==> config.mk <==
export PLATFORM = sky130hd
export DESIGN_NAME = pattern_buffer
export DESIGN_NICKNAME = d
export VERILOG_FILES = /design/src/rtl/pattern_buffer_pkg.sv /design/src/rtl/pattern_buffer_ctrl.sv /design/src/rtl/pattern_buffer_dp.sv /design/src/rtl/pattern_buffer.sv
export SDC_FILE = /design/constraint.sdc
export NUM_CORES = 1
export LEC_CHECK = 0
export ABC_AREA = 1
export BUFFER_PORTS_ARGS = -buffer_cell sky130_fd_sc_hd__buf_2
export CAP_MARGIN = 20
export CELL_PAD_IN_SITES_DETAIL_PLACEMENT = 1
export CELL_PAD_IN_SITES_GLOBAL_PLACEMENT = 2
export CORE_MARGIN = 3
export CORE_UTILIZATION = 24
export DETAILED_ROUTE_END_ITERATION = 10
export PLACE_DENSITY_LB_ADDON = 0.1
export SKIP_CTS_REPAIR_TIMING = 1
export SYNTH_ARGS = -nofsm -noshare
export SYNTH_HDL_FRONTEND = slang
export SYNTH_HIERARCHICAL = 1
export SYNTH_SLANG_ARGS = --single-unit
export TNS_END_PERCENT = 1
==> constraint.sdc <==
create_clock -name clk -period 6.1 [get_ports clk]
set_clock_uncertainty 0.2 [all_clocks]
set_input_delay 1.83 -clock clk [delete_from_list [all_inputs] [get_ports clk]]
set_output_delay 1.83 -clock clk [all_outputs]
set_load 0.1 [all_outputs]
==> src/rtl/pattern_buffer_pkg.sv <==
package pattern_buffer_pkg;
  localparam int GRP_COUNT = 2;
  localparam int GRP_BITS  = 4;
  localparam int DATA_BITS = GRP_COUNT * GRP_BITS;

  typedef enum logic [2:0] {
    RD_NONE,
    RD_FULL,
    RD_UPPER,
    RD_LOWER,
    RD_ONES
  } rdSel_t;

  typedef struct packed {
    logic                 clear;
    logic                 hold;
    logic [GRP_COUNT-1:0] wrGrp;
    logic [GRP_COUNT-1:0] xferGrp;
    rdSel_t               rdSel;
  } strobes_t;
endpackage

==> src/rtl/pattern_buffer_ctrl.sv <==
module pattern_buffer_ctrl
  import pattern_buffer_pkg::*;
#(
  parameter int ADDR_W   = 20,
  parameter logic [ADDR_W-1:0] ADDR_A = 20'hFFFA5,
  parameter logic [ADDR_W-1:0] ADDR_B = 20'hFFFA7,
  parameter int NUM_TRIG = 4,
  localparam int SEL_W   = $clog2(NUM_TRIG)
) (
  input  logic                            hwStandby,
  input  logic                            swStandby,
  input  logic [ADDR_W-1:0]               busAddr,
  input  logic                            busWe,
  input  logic [GRP_COUNT-1:0][SEL_W-1:0] trigSel,
  input  logic [NUM_TRIG-1:0]             cmpMatch,
  input  logic [GRP_COUNT-1:0]            grpEnable,
  output strobes_t                        strobes
);
  logic hitA;
  logic hitB;
  logic sharedTrig;
  logic [GRP_COUNT-1:0] trigHit;

  assign hitA = (busAddr == ADDR_A);
  assign hitB = (busAddr == ADDR_B);

  // The groups share a trigger when every selector matches group 0's.
  always_comb begin
    sharedTrig = 1'b1;
    for (int g = 1; g < GRP_COUNT; g++) begin
      if (trigSel[g] != trigSel[0]) sharedTrig = 1'b0;
    end
  end

  for (genvar g = 0; g < GRP_COUNT; g++) begin : gTrig
    assign trigHit[g] = cmpMatch[trigSel[g]] & grpEnable[g];
  end

  always_comb begin
    strobes.clear   = hwStandby;
    strobes.hold    = swStandby;
    strobes.wrGrp   = '0;
    strobes.xferGrp = '0;
    strobes.rdSel   = RD_NONE;
    if (sharedTrig) begin
      if (hitA) strobes.rdSel = RD_FULL;
      else if (hitB) strobes.rdSel = RD_ONES;
      if (busWe && hitA) strobes.wrGrp = '1;
    end else begin
      if (hitA) strobes.rdSel = RD_UPPER;
      else if (hitB) strobes.rdSel = RD_LOWER;
      if (busWe && hitA) strobes.wrGrp[1] = 1'b1;
      if (busWe && hitB) strobes.wrGrp[0] = 1'b1;
    end
    if (!hwStandby && !swStandby) strobes.xferGrp = trigHit;
    if (hwStandby || swStandby) strobes.wrGrp = '0;
  end
endmodule

==> src/rtl/pattern_buffer_dp.sv <==
module pattern_buffer_dp
  import pattern_buffer_pkg::*;
(
  input  logic                 clk,
  input  logic                 rstN,
  input  strobes_t             strobes,
  input  logic [DATA_BITS-1:0] busWdata,
  output logic [DATA_BITS-1:0] nextData,
  output logic [DATA_BITS-1:0] outData,
  output logic [DATA_BITS-1:0] readData
);
  for (genvar g = 0; g < GRP_COUNT; g++) begin : gGroup
    logic [GRP_BITS-1:0] nextNib;
    logic [GRP_BITS-1:0] outNib;

    always_ff @(posedge clk or negedge rstN) begin
      if (!rstN) begin
        nextNib <= '0;
        outNib  <= '0;
      end else if (strobes.clear) begin
        nextNib <= '0;
        outNib  <= '0;
      end else if (!strobes.hold) begin
        if (strobes.wrGrp[g])   nextNib <= busWdata[g*GRP_BITS +: GRP_BITS];
        if (strobes.xferGrp[g]) outNib  <= nextNib;
      end
    end

    assign nextData[g*GRP_BITS +: GRP_BITS] = nextNib;
    assign outData[g*GRP_BITS +: GRP_BITS]  = outNib;
  end

  localparam int HALF = DATA_BITS / 2;

  always_comb begin
    unique case (strobes.rdSel)
      RD_FULL:  readData = nextData;
      RD_UPPER: readData = {nextData[DATA_BITS-1 -: HALF], {HALF{1'b1}}};
      RD_LOWER: readData = {{HALF{1'b1}}, nextData[HALF-1:0]};
      RD_ONES:  readData = '1;
      default:  readData = '0;
    endcase
  end
endmodule

==> src/rtl/pattern_buffer.sv <==
module pattern_buffer
  import pattern_buffer_pkg::*;
#(
  parameter int ADDR_W   = 20,
  parameter logic [ADDR_W-1:0] ADDR_A = 20'hFFFA5,
  parameter logic [ADDR_W-1:0] ADDR_B = 20'hFFFA7,
  parameter int NUM_TRIG = 4,
  localparam int SEL_W   = $clog2(NUM_TRIG)
) (
  input  logic                 clk,
  input  logic                 rstN,
  input  logic                 hwStandby,
  input  logic                 swStandby,
  input  logic [ADDR_W-1:0]    busAddr,
  input  logic                 busWe,
  input  logic [DATA_BITS-1:0] busWdata,
  output logic [DATA_BITS-1:0] busRdata,
  input  logic [SEL_W-1:0]     trigSel1,
  input  logic [SEL_W-1:0]     trigSel0,
  input  logic [NUM_TRIG-1:0]  cmpMatch,
  input  logic [GRP_COUNT-1:0] grpEnable,
  output logic [DATA_BITS-1:0] patOut
);
  strobes_t strobes;
  logic [GRP_COUNT-1:0][SEL_W-1:0] trigSel;
  logic [DATA_BITS-1:0] nextData;

  assign trigSel = {trigSel1, trigSel0};

  pattern_buffer_ctrl #(
    .ADDR_W(ADDR_W), .ADDR_A(ADDR_A), .ADDR_B(ADDR_B), .NUM_TRIG(NUM_TRIG)
  ) u_ctrl (
    .hwStandby(hwStandby), .swStandby(swStandby), .busAddr(busAddr),
    .busWe(busWe), .trigSel(trigSel), .cmpMatch(cmpMatch),
    .grpEnable(grpEnable), .strobes(strobes)
  );

  pattern_buffer_dp u_dp (
    .clk(clk), .rstN(rstN), .strobes(strobes), .busWdata(busWdata),
    .nextData(nextData), .outData(patOut), .readData(busRdata)
  );
endmodule

==> flow_summary_export.csv <==
group,metric,value,unit
global_routing,first_global_vias,1369,
critical_path,crit_fanout,5,
layout,area_delta_synth_final,32.4,%
cts,cts_buffer_depth,2,
route,viasPerCell,4.54,
logic_synthesis,synth_cells,170,
critical_path,path_class,"input pin to primary output",
floorplanning,start_util,25.7,%
logic_synthesis,synth.distinct_cells,20,
layout,ff_latch_area,400,µm²
timing,relSlewSlack,67.4,%
cts,cts_num_sinks,16,
floorplanning,core,4470,µm²
critical_path,critPathLaunchType,"input pin",
floorplanning,die_w,75.2,µm
route,vias,1270,
placed_design,io_buffers,58,
min_path,hp-start,"u_dp/gGroup[0].outNib[2]",
critical_path,arrival,3.56,ns
layout,final_area,1520,µm²
timing,worstMarginPinSlew,0.492,ns
global_routing,grtUsageTotal,13.6,%
route,dr.first_iter.drc_count,30,
logic_synthesis,synth_top_area_share,34.8,%
min_path,hold_class,"flip-flop to flip-flop",
logic_synthesis,synth_nets,213,
timing,holdWs,0.307,ns
power,p_total,0.000231,W
timing,timing.fmax,179,MHz
layout,fin_nets,272,
timing,fin_crit,5.59,ns
placed_design,gp_congestion,0.771,
cts,numCtsBuffers,3,
logic_synthesis,netlist_top_cells_area,"dfrtp_1 (35%), nand2_1 (18%), nand3_1 (9.6%)",
critical_path,crit_required,4.07,ns
logic_synthesis,ys_seq_area_share,34.8,%
global_routing,grt_overflow_total,0,
timing,hold_viol,0,
logic_synthesis,synth_top_area_cell,"dfrtp_1",
placed_design,dpl-instance-area,1470,µm²
power,p_int,0.000177,W
logic_synthesis,ys_ff_latch,16,
power,p_leak,0.896,nW
power,power_frac_clock,39.7,%
layout,nFillCells,592,
critical_path,reg2reg_from,"u_dp/gGroup[0].nextNib[0]",
route,wire_per_inst,13.0,µm
outcome,status,"completed",
floorplanning,io_pins,59,
layout,diodes,0,
floorplanning,die_h,75.2,µm
timing,rsz0062_at_grt,"no",
timing,finalMaxSlewViolations,0,
run,drv_cap,0,
logic_synthesis,avgSynthCellArea,6.76,µm²
power,power_frac_seq,45.9,%
critical_path,end_kind,"primary output",
timing,setup_viol,0,
global_routing,antenna_found_initial,0,
global_routing,grt_pass1_wl,5990,µm
power,ir_worst_vdd,0.000104,V
timing,fin_crit_sh,91.7,%
layout,multi_input_area,633,µm²
critical_path,critPathLaunch,"busAddr[6]",
route,antenna_left,0,
power,p_per_area,152,nW/µm²
cts,cts_tree,"built",
global_routing,grt_max_degree,25,
power,switching_power,0.0000539,W
cts,cts_root_buf,"clkbuf_8",
logic_synthesis,ys_warn_count,6,
route,drt_pass1_iterations,4,
floorplanning,die-area,5660,µm²
placed_design,dpl.hpwl,3080,µm
route,drc_errors,0,
floorplanning,row_count,24,
power,pwr-share-comb,14.4,%
power,swShare,23.3,%
cts,path_clk_slew,0.06,ns
layout,drive_above_1_share,35.1,%
cts,clk_latency,0.25,ns
route,wl,3640,µm
cts,cts_max_level,1,
logic_synthesis,syn_area,1150,µm²
layout,fin_util,34.0,%
flip-flops by register name (all words and copies together), names as in the netlist:
| name | count |
|---|---|
| u_dp/gGroup.nextNib | 8 |
| u_dp/gGroup.outNib | 8 |
layout by cell type, fill, tap and decap left out, types with 3 or more instances in the layout:
cell type	instances
inv_1	16
nand2_4	3
nand3_1	22
nand2_1	54
nand2_2	3
clkbuf_8	4
a21oi_1	4
inv_2	5
nand4_1	4
nor2_1	19
dfrtp_1	16
buf_2	58
o21ai_0	10
metrics by stage:
stage	std cells	setup TNS [ns]	setup WS (ns)
final	280	0	0.506
after detailed placement	276	0	0.489
after global routing	280	0	0.307
after global placement	276	0	0.654
after floorplan	170	-2.84	-0.711
after CTS	280	0	0.477
per-layer routing:
layer | share of wire, % | global-route usage [%]
met4 | 0 | 0.583
met1 | 44 | 17.4
met5 | 0 | 0
met2 | 51 | 24.6
met3 | 5.4 | 3.07
area by class of cell:
class / instances / share of cell area (%)
clock buffer: 4 / 3.62
inverter: 21 / 5.18
multi-input combinational: 129 / 41.6
sequential: 16 / 26.3
tap: 52 / 4.27
timing repair buffer: 58 / 19.1
cell usage after synthesis:
master	number
o21ai_1	1
nand2_2	3
o21ai_0	10
nand2_4	3
a21oi_2	1
o21ai_2	1
nand2_1	54
a221oi_1	2
nand4_1	4
dfrtp_1	16
nand3_2	2
nor2_4	2
buf_4	2
inv_1	16
inv_2	5
a21oi_1	4
nand3_1	22
nor3b_4	1
nor2_1	19
buf_6	2
cells by family after synthesis:
logic type | Yosys count | synth area share (%)
compound gates | 19 | 9.58
buf+inv | 25 | 10.1
simple gates | 110 | 45.5
flops | 16 | 34.8
critical path: stages:
cell     delay (ns)
buf_2          0.10
inv_1          0.05
nand2_1        0.05
nor2_1         0.08
nand2_1        0.08
nor2_4         0.13
nand2_1        0.10
o21ai_1        0.23
inv_1          0.11
nand2_4        0.10
nand2_2        0.07
o21ai_0        0.17
buf_2          0.46
power groups by stage:
| stage | clock [W] | combinational [W] | sequential (W) |
|---|---|---|---|
| 6_report | 0.0000918 | 0.0000333 | 0.000106 |
| 5_1_grt | 0.0000992 | 0.0000380 | 0.000106 |
| 4_1_cts | 0.0000959 | 0.0000341 | 0.000106 |
| 3_5_place_dp | 0 | 0.0000339 | 0.000108 |
| 3_3_place_gp | 0 | 0.0000324 | 0.000108 |
| 2_1_floorplan | 0 | 0.0000159 | 0.000108 |
worst paths after layout:
| kind | endpoint | slack, ns | depth (start not counted) |
|---|---|---|---|
| setup reg to reg | u_dp/gGroup[0].nextNib[0] | 5.10 | 4 |
| hold / removal | u_dp/gGroup[0].outNib[2] | 0.31 | 2 |
| min in group asynchronous | u_dp/gGroup[1].outNib[0] | 1.29 | 1 |
| hold reg to reg | u_dp/gGroup[0].outNib[2] | 0.31 | 2 |
| setup / recovery | busRdata[1] | 0.51 | 13 |
| max in group asynchronous | u_dp/gGroup[0].outNib[2] | 4.13 | 1 |
Power figures use the tool's default switching activity.
